## src/rtl/srp_pkg.sv

```systemverilog
package srp_pkg;
  typedef enum logic [1:0] {
    PG_IDLE    = 2'd0,
    PG_PENDING = 2'd1,
    PG_DRIVE   = 2'd2
  } pg_state_e;

  function automatic int unsigned pulse_cycles(input int unsigned clk_hz,
                                               input int unsigned pulse_ms);
    return (clk_hz / 1000) * pulse_ms;
  endfunction
endpackage

```

## src/rtl/srp_pulse_gen.sv

```systemverilog
module srp_pulse_gen
  import srp_pkg::*;
#(
  parameter int unsigned PULSE_CYC = 2_000_000,
  parameter int unsigned GUARD_CYC = 2
) (
  input  logic clk,
  input  logic rst,
  input  logic cfg_wr,
  input  logic cfg_req_wdata,
  input  logic pulse_en,
  output logic req_bit,
  output logic drive_low,
  output logic sense_mask
);
  localparam int unsigned CNT_W   = $clog2(PULSE_CYC + 1);
  localparam int unsigned GUARD_W = $clog2(GUARD_CYC + 1);

  pg_state_e         st_q;
  logic [CNT_W-1:0]  cnt_q;
  logic [GUARD_W-1:0] guard_q;
  logic              req_q, drv_q;

  always_ff @(posedge clk) begin
    if (rst) begin
      st_q    <= PG_IDLE;
      cnt_q   <= '0;
      guard_q <= '0;
      req_q   <= 1'b0;
      drv_q   <= 1'b0;
    end else begin
      if (guard_q != '0) guard_q <= guard_q - 1'b1;
      unique case (st_q)
        PG_IDLE: begin
          if (cfg_wr && cfg_req_wdata && pulse_en) begin
            st_q  <= PG_PENDING;
            req_q <= 1'b1;
          end
        end
        PG_PENDING: begin
          req_q <= 1'b0;
          if (pulse_en) begin
            st_q  <= PG_DRIVE;
            drv_q <= 1'b1;
            cnt_q <= CNT_W'(PULSE_CYC - 1);
          end else begin
            st_q <= PG_IDLE;
          end
        end
        PG_DRIVE: begin
          if (cnt_q == '0) begin
            st_q    <= PG_IDLE;
            drv_q   <= 1'b0;
            guard_q <= GUARD_W'(GUARD_CYC);
          end else begin
            cnt_q <= cnt_q - 1'b1;
          end
        end
        default: st_q <= PG_IDLE;
      endcase
    end
  end

  assign req_bit    = req_q;
  assign drive_low  = drv_q;
  assign sense_mask = drv_q || (guard_q != '0);

  logic [CNT_W:0] run_len_q;
  always_ff @(posedge clk) begin
    if (rst || !drv_q) run_len_q <= '0;
    else               run_len_q <= run_len_q + 1'b1;
  end

  AST_PULSE_LENGTH: assert property (@(posedge clk) disable iff (rst)
    $fell(drv_q) |-> (run_len_q == (CNT_W+1)'(PULSE_CYC)));
  AST_PULSE_NEEDS_ENABLE: assert property (@(posedge clk) disable iff (rst)
    $rose(drv_q) |-> ($past(pulse_en) && $past(req_q)));
endmodule

```

## src/rtl/srp_pin_sync.sv

```systemverilog
module srp_pin_sync #(
  parameter int unsigned STAGES = 2
) (
  input  logic clk,
  input  logic rst,
  input  logic pin_raw,
  output logic pin_sync
);
  logic [STAGES-1:0] chain_q;

  generate
    for (genvar i = 0; i < STAGES; i++) begin : g_stage
      if (i == 0) begin : g_first
        always_ff @(posedge clk) begin
          if (rst) chain_q[0] <= 1'b1;
          else     chain_q[0] <= pin_raw;
        end
      end else begin : g_next
        always_ff @(posedge clk) begin
          if (rst) chain_q[i] <= 1'b1;
          else     chain_q[i] <= chain_q[i-1];
        end
      end
    end
  endgenerate

  assign pin_sync = chain_q[STAGES-1];
endmodule

```

## src/rtl/srp_low_filter.sv

```systemverilog
module srp_low_filter #(
  parameter int unsigned MIN_LOW = 2
) (
  input  logic clk,
  input  logic rst,
  input  logic level,
  input  logic mask,
  output logic fire
);
  localparam int unsigned LC_W = $clog2(MIN_LOW + 1);

  logic [LC_W-1:0] low_cnt_q;
  logic            fire_q;

  always_ff @(posedge clk) begin
    if (rst) begin
      low_cnt_q <= '0;
      fire_q    <= 1'b0;
    end else begin
      if (mask || level)                    low_cnt_q <= '0;
      else if (low_cnt_q != LC_W'(MIN_LOW)) low_cnt_q <= low_cnt_q + 1'b1;
      fire_q <= !mask && !level && (low_cnt_q == LC_W'(MIN_LOW - 1));
    end
  end

  assign fire = fire_q;

  AST_FIRE_ONE_CYCLE: assert property (@(posedge clk) disable iff (rst)
    fire_q |=> !fire_q);
endmodule

```

## src/rtl/srp_reset_pin.sv

```systemverilog
module srp_reset_pin
  import srp_pkg::*;
#(
  parameter int unsigned CLK_HZ      = 100_000_000,
  parameter int unsigned PULSE_MS    = 20,
  parameter int unsigned SYNC_STAGES = 2,
  parameter int unsigned MIN_LOW     = 2
) (
  input  logic clk,
  input  logic rst,
  input  logic cfg_wr,
  input  logic cfg_req_wdata,
  input  logic pulse_en,
  output logic req_bit,
  input  logic pin_sense,
  output logic pin_drive_low,
  output logic defaults_rst
);
  localparam int unsigned PULSE_CYC = pulse_cycles(CLK_HZ, PULSE_MS);

  logic sense_mask, pin_level;

  srp_pulse_gen #(.PULSE_CYC(PULSE_CYC), .GUARD_CYC(SYNC_STAGES)) u_pulse (
    .clk(clk), .rst(rst), .cfg_wr(cfg_wr), .cfg_req_wdata(cfg_req_wdata),
    .pulse_en(pulse_en), .req_bit(req_bit), .drive_low(pin_drive_low),
    .sense_mask(sense_mask)
  );

  srp_pin_sync #(.STAGES(SYNC_STAGES)) u_sync (
    .clk(clk), .rst(rst), .pin_raw(pin_sense), .pin_sync(pin_level)
  );

  srp_low_filter #(.MIN_LOW(MIN_LOW)) u_filt (
    .clk(clk), .rst(rst), .level(pin_level), .mask(sense_mask),
    .fire(defaults_rst)
  );

  AST_REQ_SELF_CLEARS: assert property (@(posedge clk) disable iff (rst)
    req_bit |=> !req_bit);
  AST_REQ_NEEDS_ENABLE: assert property (@(posedge clk) disable iff (rst)
    (cfg_wr && !pulse_en) |=> !req_bit);
  AST_REQ_IGNORED_BUSY: assert property (@(posedge clk) disable iff (rst)
    (cfg_wr && pin_drive_low) |=> !req_bit);
  AST_OWN_PULSE_MASKED: assert property (@(posedge clk) disable iff (rst)
    defaults_rst |-> (!$past(pin_drive_low) && !$past(pin_drive_low, 2)
                      && !$past(pin_drive_low, 3)));
endmodule

```

## config.mk

```make
export PLATFORM = sky130hd
export DESIGN_NAME = srp_reset_pin
export DESIGN_NICKNAME = d
export VERILOG_FILES = /design/src/rtl/srp_pkg.sv /design/src/rtl/srp_pulse_gen.sv /design/src/rtl/srp_pin_sync.sv /design/src/rtl/srp_low_filter.sv /design/src/rtl/srp_reset_pin.sv
export SDC_FILE = /design/constraint.sdc
export NUM_CORES = 1
export LEC_CHECK = 0
export BUFFER_PORTS_ARGS = -buffer_cell sky130_fd_sc_hd__buf_2
export CAP_MARGIN = 20
export CORE_UTILIZATION = 58
export DETAILED_ROUTE_END_ITERATION = 12
export PLACE_DENSITY = 0.77
export SLEW_MARGIN = 20
export SYNTH_ARGS = -nofsm -noshare
export SYNTH_HDL_FRONTEND = slang
export SYNTH_SLANG_ARGS = --single-unit
```

## constraint.sdc

```tcl
create_clock -name clk -period 2.45 [get_ports clk]
set_input_delay 0.1225 -clock clk [delete_from_list [all_inputs] [get_ports clk]]
set_output_delay 0.1225 -clock clk [all_outputs]
set_load 0.02 [all_outputs]
```

After elaboration in Yosys (flattened, before gate mapping)
Cells that the tools add are included.
{"block": "totals", "regBits": 32, "rom_bits": 0, "inputBits": 6, "ram_bits": 0, "word_cells": 53, "latchBits": 0, "memories": 0, "output_inout_bits": 3}
{"block": "classes", "addsub": 3, "bitwise": 0, "n_mul": 0, "shifts": 0, "order_cmp": 0, "div_mod_pow": 0, "n_reduce_logical": 18, "eq_ne": 8, "muxes": 15}
{"cell": "21-bit two-way mux", "count": 2}
{"cell": "21-bit case mux with 2 select lines", "count": 1}
{"cell": "21-bit logical NOT", "count": 1}
{"cell": "21-bit by 1-bit subtractor with 21-bit output, second input constant", "count": 1}
{"cell": "2-bit two-way mux", "count": 6}
{"cell": "2-bit != test, second input constant", "count": 3}
{"cell": "2-bit case mux with 3 select lines", "count": 1}
{"cell": "3-bit AND reduction", "count": 2}
{"cell": "2-bit nonzero test", "count": 3}
{"cell": "2-bit by 1-bit == test with 1-bit output, second input constant", "count": 2}
{"cell": "1-bit logical AND", "count": 4}
{"cell": "2-bit by 1-bit != test with 1-bit output, second input constant", "count": 2}
{"cell": "1-bit case mux with 2 select lines", "count": 2}
{"cell": "2-bit AND reduction", "count": 2}
{"cell": "1-bit two-way mux", "count": 3}
{"cell": "2-bit by 1-bit adder with 2-bit output, second input constant", "count": 1}
{"cell": "2-bit == test, second input constant", "count": 1}
{"cell": "1-bit logical NOT", "count": 2}
{"cell": "2-bit logical NOT", "count": 1}
{"cell": "1-bit logical OR", "count": 2}
{"cell": "2-bit OR reduction", "count": 1}
{"cell": "2-bit by 1-bit subtractor with 2-bit output, second input constant", "count": 1}

Longest topological paths before layout
Gate-level depths: netlist of the first run.
{"block": "depth", "ltp_word": 5, "depth_mapped": 7, "mapped_depth_nobuf": 7}

Cells and area by module
A second synthesis of the first run with hierarchy kept.
{"block": "unflattened", "hier_cells": 166, "area_unflattened_um2": 1532.7}
{"mod": "srp_pulse_gen", "n_inst": 1, "area_per_inst_um2": 1337.5, "seq_area_each_um2": 540.5, "cells_each": 148}
{"mod": "srp_low_filter", "n_inst": 1, "area_per_inst_um2": 142.6, "seq_area_each_um2": 60.1, "cells_each": 14}
{"mod": "srp_pin_sync", "n_inst": 1, "area_per_inst_um2": 52.6, "seq_area_each_um2": 40.0, "cells_each": 4}

Least setup slack after synthesis of the first run
No wires, ideal clock.
{"block": "synth_timing", "path_kind": "reg2reg", "start": "reg u_pulse.cnt_q[16]", "end": "reg u_pulse.drv_q (netlist: u_pulse.drive_low)", "setup_ns": 0.128, "period_less_slack_ns": 2.241, "path_slack_ns": 0.209, "required_time_ns": 2.322, "path_stages_with_launch": 7, "arrival_time_ns": 2.113, "path_buffers": 1, "cell_sequence": "dfxtp_1 > or4_4 > or3b_1 > buf_2 > or4_4 > a21oi_1 > nor2_1"}
{"block": "synth_between", "elab_chain_cells": 3}
{"element": "from (decl)", "line_no": "srp_pulse_gen.sv:20", "source": "logic [CNT_W-1:0] cnt_q;"}
{"element": "from (signal assigned)", "line_no": "srp_pulse_gen.sv:45", "source": "cnt_q <= CNT_W'(PULSE_CYC - 1);"}
{"element": "from (signal assigned)", "line_no": "srp_pulse_gen.sv:56", "source": "cnt_q <= cnt_q - 1'b1;"}
{"element": "21-bit logical NOT", "line_no": "srp_pulse_gen.sv:51", "source": "if (cnt_q == '0) begin"}
{"element": "2-bit by 1-bit != test with 1-bit output (no line)"}
{"element": "3-bit AND reduction (no line)"}
{"element": "to (signal assigned)", "line_no": "srp_pulse_gen.sv:30", "source": "drv_q <= 1'b0;"}
{"element": "to (signal assigned)", "line_no": "srp_pulse_gen.sv:44", "source": "drv_q <= 1'b1;"}
{"element": "to (signal assigned)", "line_no": "srp_pulse_gen.sv:53", "source": "drv_q <= 1'b0;"}
{"element": "to (decl)", "line_no": "srp_pulse_gen.sv:22", "source": "logic req_q, drv_q;"}
Every way passes these cells.
A chain may end at the register's enable or synchronous reset.

Worst setup path in the final report of the first run
Ends and elaborated chain as after synthesis.

==> results of run 1 <==
## metrics by stage
step | util | area [µm²]
floorplan | - | 1494
global placement | 0.6458 | 1585
detailed placement | 0.6458 | 1585
CTS | 0.6809 | 1672
global route | 0.6809 | 1672
finish | 0.6809 | 1672
## routing by layer
layer / vias to the layer above / routed length [µm]
met3: 6 / 211
met2: 49 / 1676
met4: 0 / 53
met5: - / 0
li1: 648 / -
met1: 606 / 1494
## sequential cells by signal (all words and copies together) (netlist names), 2 cells and up
name	flops
u_pulse.cnt_q	21
u_filt.low_cnt_q	2
u_pulse.guard_q	2
u_pulse.st_q	2
## power by group through the flow
stage	Sequential [mW]	Clock, mW	Combinational, mW
finish	0.542	0.402	0.112
global route	0.544	0.423	0.122
CTS	0.542	0.404	0.109
detailed placement	0.554	0	0.107
global placement	0.552	0	0.104
floorplan	0.553	0	0.0718
## cells by family (layout without fill, tap and decap cells)
logic type | Yosys count | after routing | share of synthesized area
multiplexers | 1 | 1 | 0.006700
AO/OA/AOI/OAI | 34 | 34 | 0.1432
adder cells (fa/ha/maj) | 4 | 4 | 0.03350
flip-flops | 32 | 32 | 0.4288
AND/OR/NAND/NOR | 74 | 74 | 0.2756
XOR/XNOR | 13 | 13 | 0.07621
buffers and inverters | 14 | 29 | 0.03601
## worst reg2reg max path, stage by stage (launching register included)
cell     delay, ns
dfxtp_1       0.37
or4_4         0.57
or3b_1        0.41
or4_4         0.55
a21oi_1       0.15
nor2_1        0.05
## repair_timing
item	4_1_cts	5_1_grt
hold buffers	1	0
gates resized for setup	0	0
hold endpoints to repair	1	0
setup endpoints to repair	0	0
## layout make-up
cell class	instances	share of cell area
clock inverters	2	0.02096
inverters	6	0.01347
flip-flops and latches	32	0.3832
multi-input cells	126	0.4783
clock buffers	6	0.02470
repair buffers	15	0.05689
well taps	30	0.02246
## how the worst min path moves through the flow
stage                        from                      endpoint  depth (start not counted)
floorplan               pin_sense  u_sync.chain_q[0]$_SDFF_PP1_                          1
global placement        pin_sense  u_sync.chain_q[0]$_SDFF_PP1_                          2
detailed placement      pin_sense  u_sync.chain_q[0]$_SDFF_PP1_                          2
CTS                 cfg_req_wdata  u_pulse.st_q[0]$_SDFFE_PP0P_                          3
global route        cfg_req_wdata  u_pulse.st_q[0]$_SDFFE_PP0P_                          3
finish              cfg_req_wdata  u_pulse.st_q[0]$_SDFFE_PP0P_                          3
## cell usage in the layout, fill, tap and decap left out, types with 7 or more instances in the layout
cell	netlist	final
xor2_1	7	7
nand2_1	7	7
nor3_1	9	9
buf_2	1	8
nor4_1	8	8
nor2_1	19	19
dfxtp_1	32	32
a21oi_1	14	14
==> flow_metrics.py, run 1 <==
metrics = {
    "run_status": {
        "status": "completed",
    },
    "cells_and_area": {
        "multiInputGateArea_um2": 799.5,
        "fillers": 190,
        "final_cells": 217,
        "ff_latch_area_um2": 640.6,
        "syn2layout_area_growth_pct": 11.89,
        "insertedDiodeCount": 0,
        "nets": 196,
        "drive_gt1_frac": 0.1390,
    },
    "yosys": {
        "synth_edf_count": 0,
        "synth_fp_nets": 182,
        "syn_inst": 172,
        "synth_ff_type": "dfxtp_1",
        "yosys-top-cells-count": "dfxtp_1, nor2_1, a21oi_1, nor3_1, nor4_1",
        "async_reset_ff_frac": 0,
        "synth_seq_cells": 32,
        "ys_top_cells_by_area": "dfxtp_1, nor2_1, a21oi_1",
        "synth_most_common_cell": "dfxtp_1",
        "ys.warnings.count": 0,
        "synth.distinct_cells": 42,
        "yosysSeqAreaShare": 0.4288,
        "synth_largest_area_cell": "dfxtp_1",
        "syn_avg_cell_area_um2": 8.686,
        "synth.cell_area_um2": 1494,
        "synth_top_area_share": 0.4288,
    },
    "clock_tree": {
        "htree_levels": 2,
        "cts_setup_buffers": 0,
        "numCtsBuffers": 5,
        "root_buffer": "clkbuf_4",
        "clock_latency_ns": 0.34,
        "max-clock-path-buffers": 2,
        "cts_tree": "built",
        "path_clk_slew_ns": 0.10,
        "clock_sinks": 32,
    },
    "critical_path": {
        "critical_path.max_stage_delay_ns": 0.57,
        "cp_num_buf_inv": 0,
        "critPathTopFamily": "simple AND/OR/NAND/NOR gates",
        "path_depth": 5,
        "startpoint_type": "flip-flop",
        "crit_path_end": "u_pulse.drive_low$_SDFFE_PP0P_",
        "path_class": "flip-flop to flip-flop",
        "cp_common_cell": "or4_4",
        "cp.arrival_ns": 2.44,
        "r2r_start": "u_pulse.cnt_q[16]$_SDFFE_PP0P_",
        "reg2regPathDepth": 5,
        "startpoint": "u_pulse.cnt_q[16]$_SDFFE_PP0P_",
        "required_ns": 2.68,
        "r2r_end": "u_pulse.drive_low$_SDFFE_PP0P_",
        "crit_fanout": 5,
        "cp_cell_sequence": "or4_4 -> or3b_1 -> or4_4 -> a21oi_1 -> nor2_1",
        "rrSetupSlack_ns": 0.25,
        "endpoint_kind": "flip-flop",
        "slowest_stage": "or4_4",
    },
    "sta": {
        "finalWorstSetupSlack_ns": 0.2463,
        "setup_violations": 0,
        "fin_crit_sh": 0.8995,
        "fin_setup_tns_ns": 0,
        "timing.hold.ws_ns": 0.04589,
        "worst_pin_slew_ns": 0.4790,
        "fin_skew_ns": 0.008190,
        "period_minus_slack_ns": 2.204,
        "slew_violations": 0,
        "rsz0062_at_grt": "no",
        "hold_violations": 0,
        "max-slew-margin-rel": 0.6792,
        "fmax_mhz": 453.8,
    },
    "global_routing": {
        "grt_pass1_vias": 1199,
        "met3_usage": 0.09275,
        "grt_pass1_wl_um": 5264,
        "busiest_layer": "met2",
        "grt.overflow.total": 0,
        "grtUsageTotal": 0.2719,
        "grt_max_degree": 23,
        "grt.met2_usage": 0.4641,
        "antenna_found_initial": 0,
        "met1_usage": 0.3074,
    },
    "floorplan": {
        "core_um2": 2455,
        "fp-row-count": 18,
        "fp.dieH_um": 52.75,
        "start_util": 0.6086,
        "die_width_um": 52.75,
        "num_io_pins": 9,
        "dieArea_um2": 2783,
    },
    "detailed_routing": {
        "wl_um": 3435,
        "first_pass_iters": 5,
        "vias": 1309,
        "drc_errors": 0,
        "viasPerCell": 6.032,
        "antenna_left": 0,
        "detail_route.iter0.violations": 48,
        "routedWlPerCell_um": 15.83,
    },
    "flow_run": {
        "max-cap-violations": 0,
    },
    "place": {
        "numPortBuffers": 8,
        "routabilityCongestion": 0.8941,
        "place_hpwl_um": 2473,
        "placed_cells": 208,
        "dp_slack_ns": 0.2561,
    },
    "power_and_ir_drop": {
        "finalPower_mw": 1.056,
        "seqPwrFrac": 0.513,
        "vdd_drop_max_v": 0.0005912,
        "total_leakage_power_nw": 0.6439,
        "p_clk_frac": 0.381,
        "power_density_nw_per_um2": 631.8,
        "sw_frac_of_total": 0.2515,
        "comb_power_share": 0.106,
        "cellInternalPower_mw": 0.7906,
        "switching_power_mw": 0.2656,
    },
    "hold_path": {
        "holdCritPathClass": "input pin to flip-flop",
    },
}
Note: power is estimated with default switching activity, not from simulation.
==> run 2: changes to the inputs <==
--- a/config.mk
+++ b/config.mk
@@ -5,10 +5,10 @@
 export SDC_FILE = /design/constraint.sdc
 export NUM_CORES = 1
 export LEC_CHECK = 0
-export BUFFER_PORTS_ARGS = -buffer_cell sky130_fd_sc_hd__buf_2
 export CAP_MARGIN = 20
-export CORE_UTILIZATION = 58
+export CORE_UTILIZATION = 61
 export DETAILED_ROUTE_END_ITERATION = 12
+export DONT_BUFFER_PORTS = 1
 export PLACE_DENSITY = 0.77
 export SLEW_MARGIN = 20
 export SYNTH_ARGS = -nofsm -noshare
==> run 2 against run 1 <==
Against the previous run:
- total power decreased by 1.5%
- setup slack worse by 0.038 ns
- first-iteration DRC count shrank 10%
- sequential share of layout area up 0.46 points
==> flow_metrics.py, run 2 (synthesized netlist as in run 1, its figures left out) <==
metrics = {
    "run_status": {
        "status": "completed",
    },
    "cells_and_area": {
        "layout_commonest_cell": "dfxtp_1",
        "syn2layout_area_growth_pct": 10.55,
        "final_cell_mix": "dfxtp_1, nor2_1, a21oi_1",
        "final_util": 0.7325,
        "nets": 190,
        "insertedDiodeCount": 0,
        "drive_gt1_frac": 0.09392,
        "largest_reg_flops": 21,
        "largest-register": "u_pulse.cnt_q",
    },
    "place": {
        "routabilityCongestion": 0.9288,
        "numPortBuffers": 0,
        "place_hpwl_um": 2249,
    },
    "clock_tree": {
        "numCtsBuffers": 5,
        "path_clk_slew_ns": 0.10,
        "cts_tree": "built",
        "clock_sinks": 32,
        "ctsResizeCount": 0,
        "htree_levels": 2,
        "cts_hold_buf": 4,
        "clock_latency_ns": 0.34,
        "max-clock-path-buffers": 2,
        "root_buffer": "clkbuf_4",
        "cts_setup_buffers": 0,
    },
    "sta": {
        "timing.hold.ws_ns": 0.1820,
        "setup_violations": 0,
        "hold_violations": 0,
        "fin_skew_ns": 0.009243,
        "period_minus_slack_ns": 2.241,
        "fin_setup_tns_ns": 0,
        "fmax_mhz": 446.1,
        "max-slew-margin-rel": 0.4812,
        "fin_crit_sh": 0.9149,
        "worst_pin_slew_ns": 0.7756,
        "rsz0062_at_grt": "no",
        "slew_violations": 0,
    },
    "critical_path": {
        "reg2regPathDepth": 5,
        "cp.arrival_ns": 2.44,
        "required_ns": 2.65,
        "endpoint_kind": "flip-flop",
        "startpoint_type": "flip-flop",
        "crit_fanout": 5,
        "path_class": "flip-flop to flip-flop",
    },
    "floorplan": {
        "num_io_pins": 9,
        "die_width_um": 51.49,
        "start_util": 0.6626,
        "fp-row-count": 17,
        "core_um2": 2255,
        "dieArea_um2": 2651,
        "fp.dieH_um": 51.49,
    },
    "power_and_ir_drop": {
        "vdd_drop_max_v": 0.0004395,
        "total_leakage_power_nw": 0.6129,
        "finalPower_mw": 1.040,
        "power_density_nw_per_um2": 629.7,
    },
    "hold_path": {
        "whs_path_depth": 2,
        "holdCritPathClass": "input pin to flip-flop",
    },
    "global_routing": {
        "antenna_found_initial": 0,
        "grt_max_degree": 22,
        "grt_pass1_wl_um": 5513,
        "grtUsageTotal": 0.2880,
        "grt.overflow.total": 0,
        "grt_pass1_vias": 1248,
    },
    "detailed_routing": {
        "antenna_left": 0,
        "vias": 1284,
        "routedWlPerCell_um": 15.54,
        "viasPerCell": 6.144,
        "drc_errors": 0,
        "wl_um": 3247,
        "detail_route.iter0.violations": 43,
        "first_pass_iters": 4,
    },
    "flow_run": {
        "max-cap-violations": 0,
    },
}
run 2: cell count changes in the layout (fill, tap and decap cells not counted):
cell,delta
dlygate4sd3_1,+3
buf_4,-1
buf_2,-8
run 2: worst paths after layout:
path	start	endpoint	slack, ns
min reg2reg	u_sync.chain_q[0]$_SDFF_PP1_	u_sync.pin_sync$_SDFF_PP1_	0.43
max reg2reg	u_pulse.cnt_q[16]$_SDFFE_PP0P_	u_pulse.drive_low$_SDFFE_PP0P_	0.21
min	rst	u_pulse.cnt_q[14]$_SDFFE_PP0P_	0.18
max	u_pulse.cnt_q[16]$_SDFFE_PP0P_	u_pulse.drive_low$_SDFFE_PP0P_	0.21
run 2: power breakdown:
part	leakage [nW]	switching, mW	internal (mW)	total, mW
clock network	0.0422	0.178	0.214	0.391
registers	0.259	0.0122	0.531	0.543
logic	0.312	0.0619	0.0435	0.105
run 2: metal layers:
| metal | track usage | wire length, µm | up-vias |
|---|---|---|---|
| met2 | 0.4632 | 1565 | 44 |
| met1 | 0.3610 | 1423 | 594 |
| met5 | 0 | 0 | - |
| met3 | 0.07602 | 223 | 7 |
| li1 | - | - | 639 |
| met4 | 0.1261 | 35 | 0 |
run 2: critical path, stage by stage, from the launching register on:
cell     delay (ns)
dfxtp_1        0.36
or4_4          0.56
or3b_1         0.40
or4_4          0.55
a21oi_1        0.17
nor2_1         0.06
run 2: final cells by class:
class	instances	area, µm²
clock buffers	6	41.29
clock inverters	2	35.03
fillers	179	603.1
inverters	6	22.52
multi-input cells	126	799.5
flip-flops and latches	32	640.6
well taps	28	35.03
repair buffers	9	77.57
run 2: through the flow:
step,cells,cell area [µm²],worst slack [ns]
floorplan,172,1494,0.2095
global route,209,1652,0.1518
finish,209,1652,0.2086
global placement,197,1535,0.3150
CTS,209,1652,0.2000
detailed placement,197,1535,0.2558
==> run 3: changes to the inputs <==
==> constraint.sdc (replaced) <==
create_clock -name clk -period 2.1 [get_ports clk]
set_input_delay 0.105 -clock clk [delete_from_list [all_inputs] [get_ports clk]]
set_output_delay 0.105 -clock clk [all_outputs]
set_load 0.02 [all_outputs]
==> run 3 against run 2 <==
Against the previous run:
- via count grew 1.8%
- sequential cell count unchanged
- setup slack worse by 0.14 ns
- maximum frequency is 10% higher
- clock power fell by 8.2%
- critical path type unchanged
- largest cell class unchanged
- largest power group unchanged
- highest routed layer unchanged
==> flow_metrics.py, run 3 (synthesized netlist as in run 1, its figures left out) <==
metrics = {
    "sta": {
        "hold_violations": 0,
        "setup_violations": 0,
        "rsz0062_at_grt": "yes",
        "worst_pin_slew_ns": 0.7820,
        "max-slew-margin-rel": 0.4769,
        "fin_crit_sh": 0.9691,
        "fin_skew_ns": 0.006390,
        "fmax_mhz": 491.4,
        "slew_violations": 0,
        "period_minus_slack_ns": 2.035,
    },
    "clock_tree": {
        "htree_levels": 2,
        "clock_sinks": 32,
        "root_buffer": "clkbuf_4",
        "clock_latency_ns": 0.33,
        "cts_tree": "built",
        "numCtsBuffers": 5,
        "max-clock-path-buffers": 2,
        "path_clk_slew_ns": 0.09,
    },
    "global_routing": {
        "grt_pass1_vias": 1204,
        "grt_max_degree": 22,
        "grtUsageTotal": 0.2923,
        "antenna_found_initial": 0,
        "grt.overflow.total": 0,
        "grt_pass1_wl_um": 5609,
    },
    "detailed_routing": {
        "routedWlPerCell_um": 16.17,
        "detail_route.iter0.violations": 42,
        "viasPerCell": 6.165,
        "vias": 1307,
        "antenna_left": 0,
        "wl_um": 3427,
        "first_pass_iters": 4,
        "drc_errors": 0,
    },
    "power_and_ir_drop": {
        "power_density_nw_per_um2": 670.6,
        "vdd_drop_max_v": 0.0005448,
        "finalPower_mw": 1.121,
        "total_leakage_power_nw": 0.6195,
    },
    "floorplan": {
        "fp-row-count": 17,
        "core_um2": 2255,
        "num_io_pins": 9,
        "fp.dieH_um": 51.49,
        "die_width_um": 51.49,
        "dieArea_um2": 2651,
        "start_util": 0.6626,
    },
    "critical_path": {
        "path_class": "flip-flop to flip-flop",
        "crit_fanout": 3,
        "startpoint_type": "flip-flop",
        "critical_path.max_stage_delay_ns": 0.55,
        "slowest_stage": "or4_4",
        "r2r_end": "u_pulse.drive_low$_SDFFE_PP0P_",
        "rrSetupSlack_ns": 0.06,
        "reg2regPathDepth": 5,
        "r2r_start": "u_pulse.cnt_q[19]$_SDFFE_PP0P_",
        "cp_common_cell": "or4_4",
        "cp.arrival_ns": 2.23,
        "endpoint_kind": "flip-flop",
        "required_ns": 2.29,
        "cp_cell_sequence": "or4_4 -> or3b_1 -> or4_4 -> a21oi_2 -> nor2_1",
    },
    "hold_path": {
        "whs_path_depth": 2,
        "min_to": "u_pulse.cnt_q[8]$_SDFFE_PP0P_",
        "holdCritPathClass": "input pin to flip-flop",
        "min-delay-start": "rst",
    },
    "cells_and_area": {
        "final_cells": 212,
        "nets": 193,
        "largest_reg_flops": 21,
        "final_cell_mix": "dfxtp_1, nor2_1, a21oi_1",
        "drive_gt1_frac": 0.1250,
        "insertedDiodeCount": 0,
        "fillers": 187,
        "syn2layout_area_growth_pct": 11.89,
        "largest-register": "u_pulse.cnt_q",
        "layout_commonest_cell": "dfxtp_1",
    },
    "place": {
        "routabilityCongestion": 0.8667,
        "numPortBuffers": 0,
        "place_hpwl_um": 2235,
        "placed_cells": 200,
    },
    "run_status": {
        "status": "completed",
    },
    "flow_run": {
        "max-cap-violations": 0,
    },
}
-- run 3: cell count changes in the layout (fill, tap and decap cells not counted), sizes merged --
cell / before / now
clkbuf: 6 / 8
clkinv: 1 / 0
bufinv: 1 / 0
buf: 5 / 8
-- run 3: how the worst max path moves through the flow --
stage	start	endpoint	slack [ns]	depth (start not counted)
6_report	u_pulse.cnt_q[19]$_SDFFE_PP0P_	u_pulse.drive_low$_SDFFE_PP0P_	0.06	5
5_1_grt	u_pulse.cnt_q[19]$_SDFFE_PP0P_	u_pulse.cnt_q[13]$_SDFFE_PP0P_	-0.002	6
4_1_cts	u_pulse.cnt_q[19]$_SDFFE_PP0P_	u_pulse.drive_low$_SDFFE_PP0P_	0.08	5
3_5_place_dp	u_pulse.cnt_q[19]$_SDFFE_PP0P_	u_pulse.cnt_q[11]$_SDFFE_PP0P_	0.12	6
3_3_place_gp	u_pulse.cnt_q[19]$_SDFFE_PP0P_	u_pulse.cnt_q[13]$_SDFFE_PP0P_	0.17	6
2_1_floorplan	u_pulse.cnt_q[19]$_SDFFE_PP0P_	u_pulse.drive_low$_SDFFE_PP0P_	0.05	6
-- run 3: stage by stage --
| step | setup slack [ns] | util | hold WS, ns | setup TNS (ns) | instance area, µm² |
|---|---|---|---|---|---|
| 6_report | 0.06499 | 0.7414 | 0.1534 | 0 | 1672 |
| 5_1_grt | -0.001833 | 0.7414 | 0.1762 | -0.001833 | 1672 |
| 4_1_cts | 0.08228 | 0.7370 | 0.1247 | 0 | 1662 |
| 3_5_place_dp | 0.1209 | 0.6931 | 0.1737 | 0 | 1563 |
| 3_3_place_gp | 0.1658 | 0.6931 | 0.1684 | 0 | 1563 |
| 2_1_floorplan | 0.05454 | - | 0.2088 | 0 | 1505 |
-- run 3: per-layer routing --
metal	up-vias	GRT usage	share of wire
li1	645	-	-
met1	624	0.3656	0.46
met2	32	0.4719	0.48
met3	6	0.06433	0.038
met4	0	0.1441	0.017
met5	-	0	0
-- run 3: area by class of cell --
class,count,area [µm²],share of cell area
timing repair buffer,12,100.1,0.05988
tap,28,35.03,0.02096
inverter,6,22.52,0.01347
multi-input combinational,126,813.3,0.4865
sequential,32,641.9,0.3840
clock buffer,8,58.81,0.03518
-- run 3: worst max-delay path, delay by kind of cell, from the launching register on --
kind | cells | cell delay (ns)
AND/OR/NAND/NOR | 4 | 1.42
flip-flops | 1 | 0.34
AO/OA/AOI/OAI | 1 | 0.13
-- run 3: report_power, final --
part	internal, mW	switching (mW)	total [mW]	leakage, nW
clock	0.165	0.194	0.359	0.0326
sequential	0.620	0.0142	0.634	0.260
combinational	0.0525	0.0754	0.128	0.327
-- run 3: what timing repair did --
item,in CTS,in global routing
resized for setup,0,2
hold endpoints to repair,24,0
setup buffers,0,0
hold buffers,4,0
setup endpoints to repair,0,2
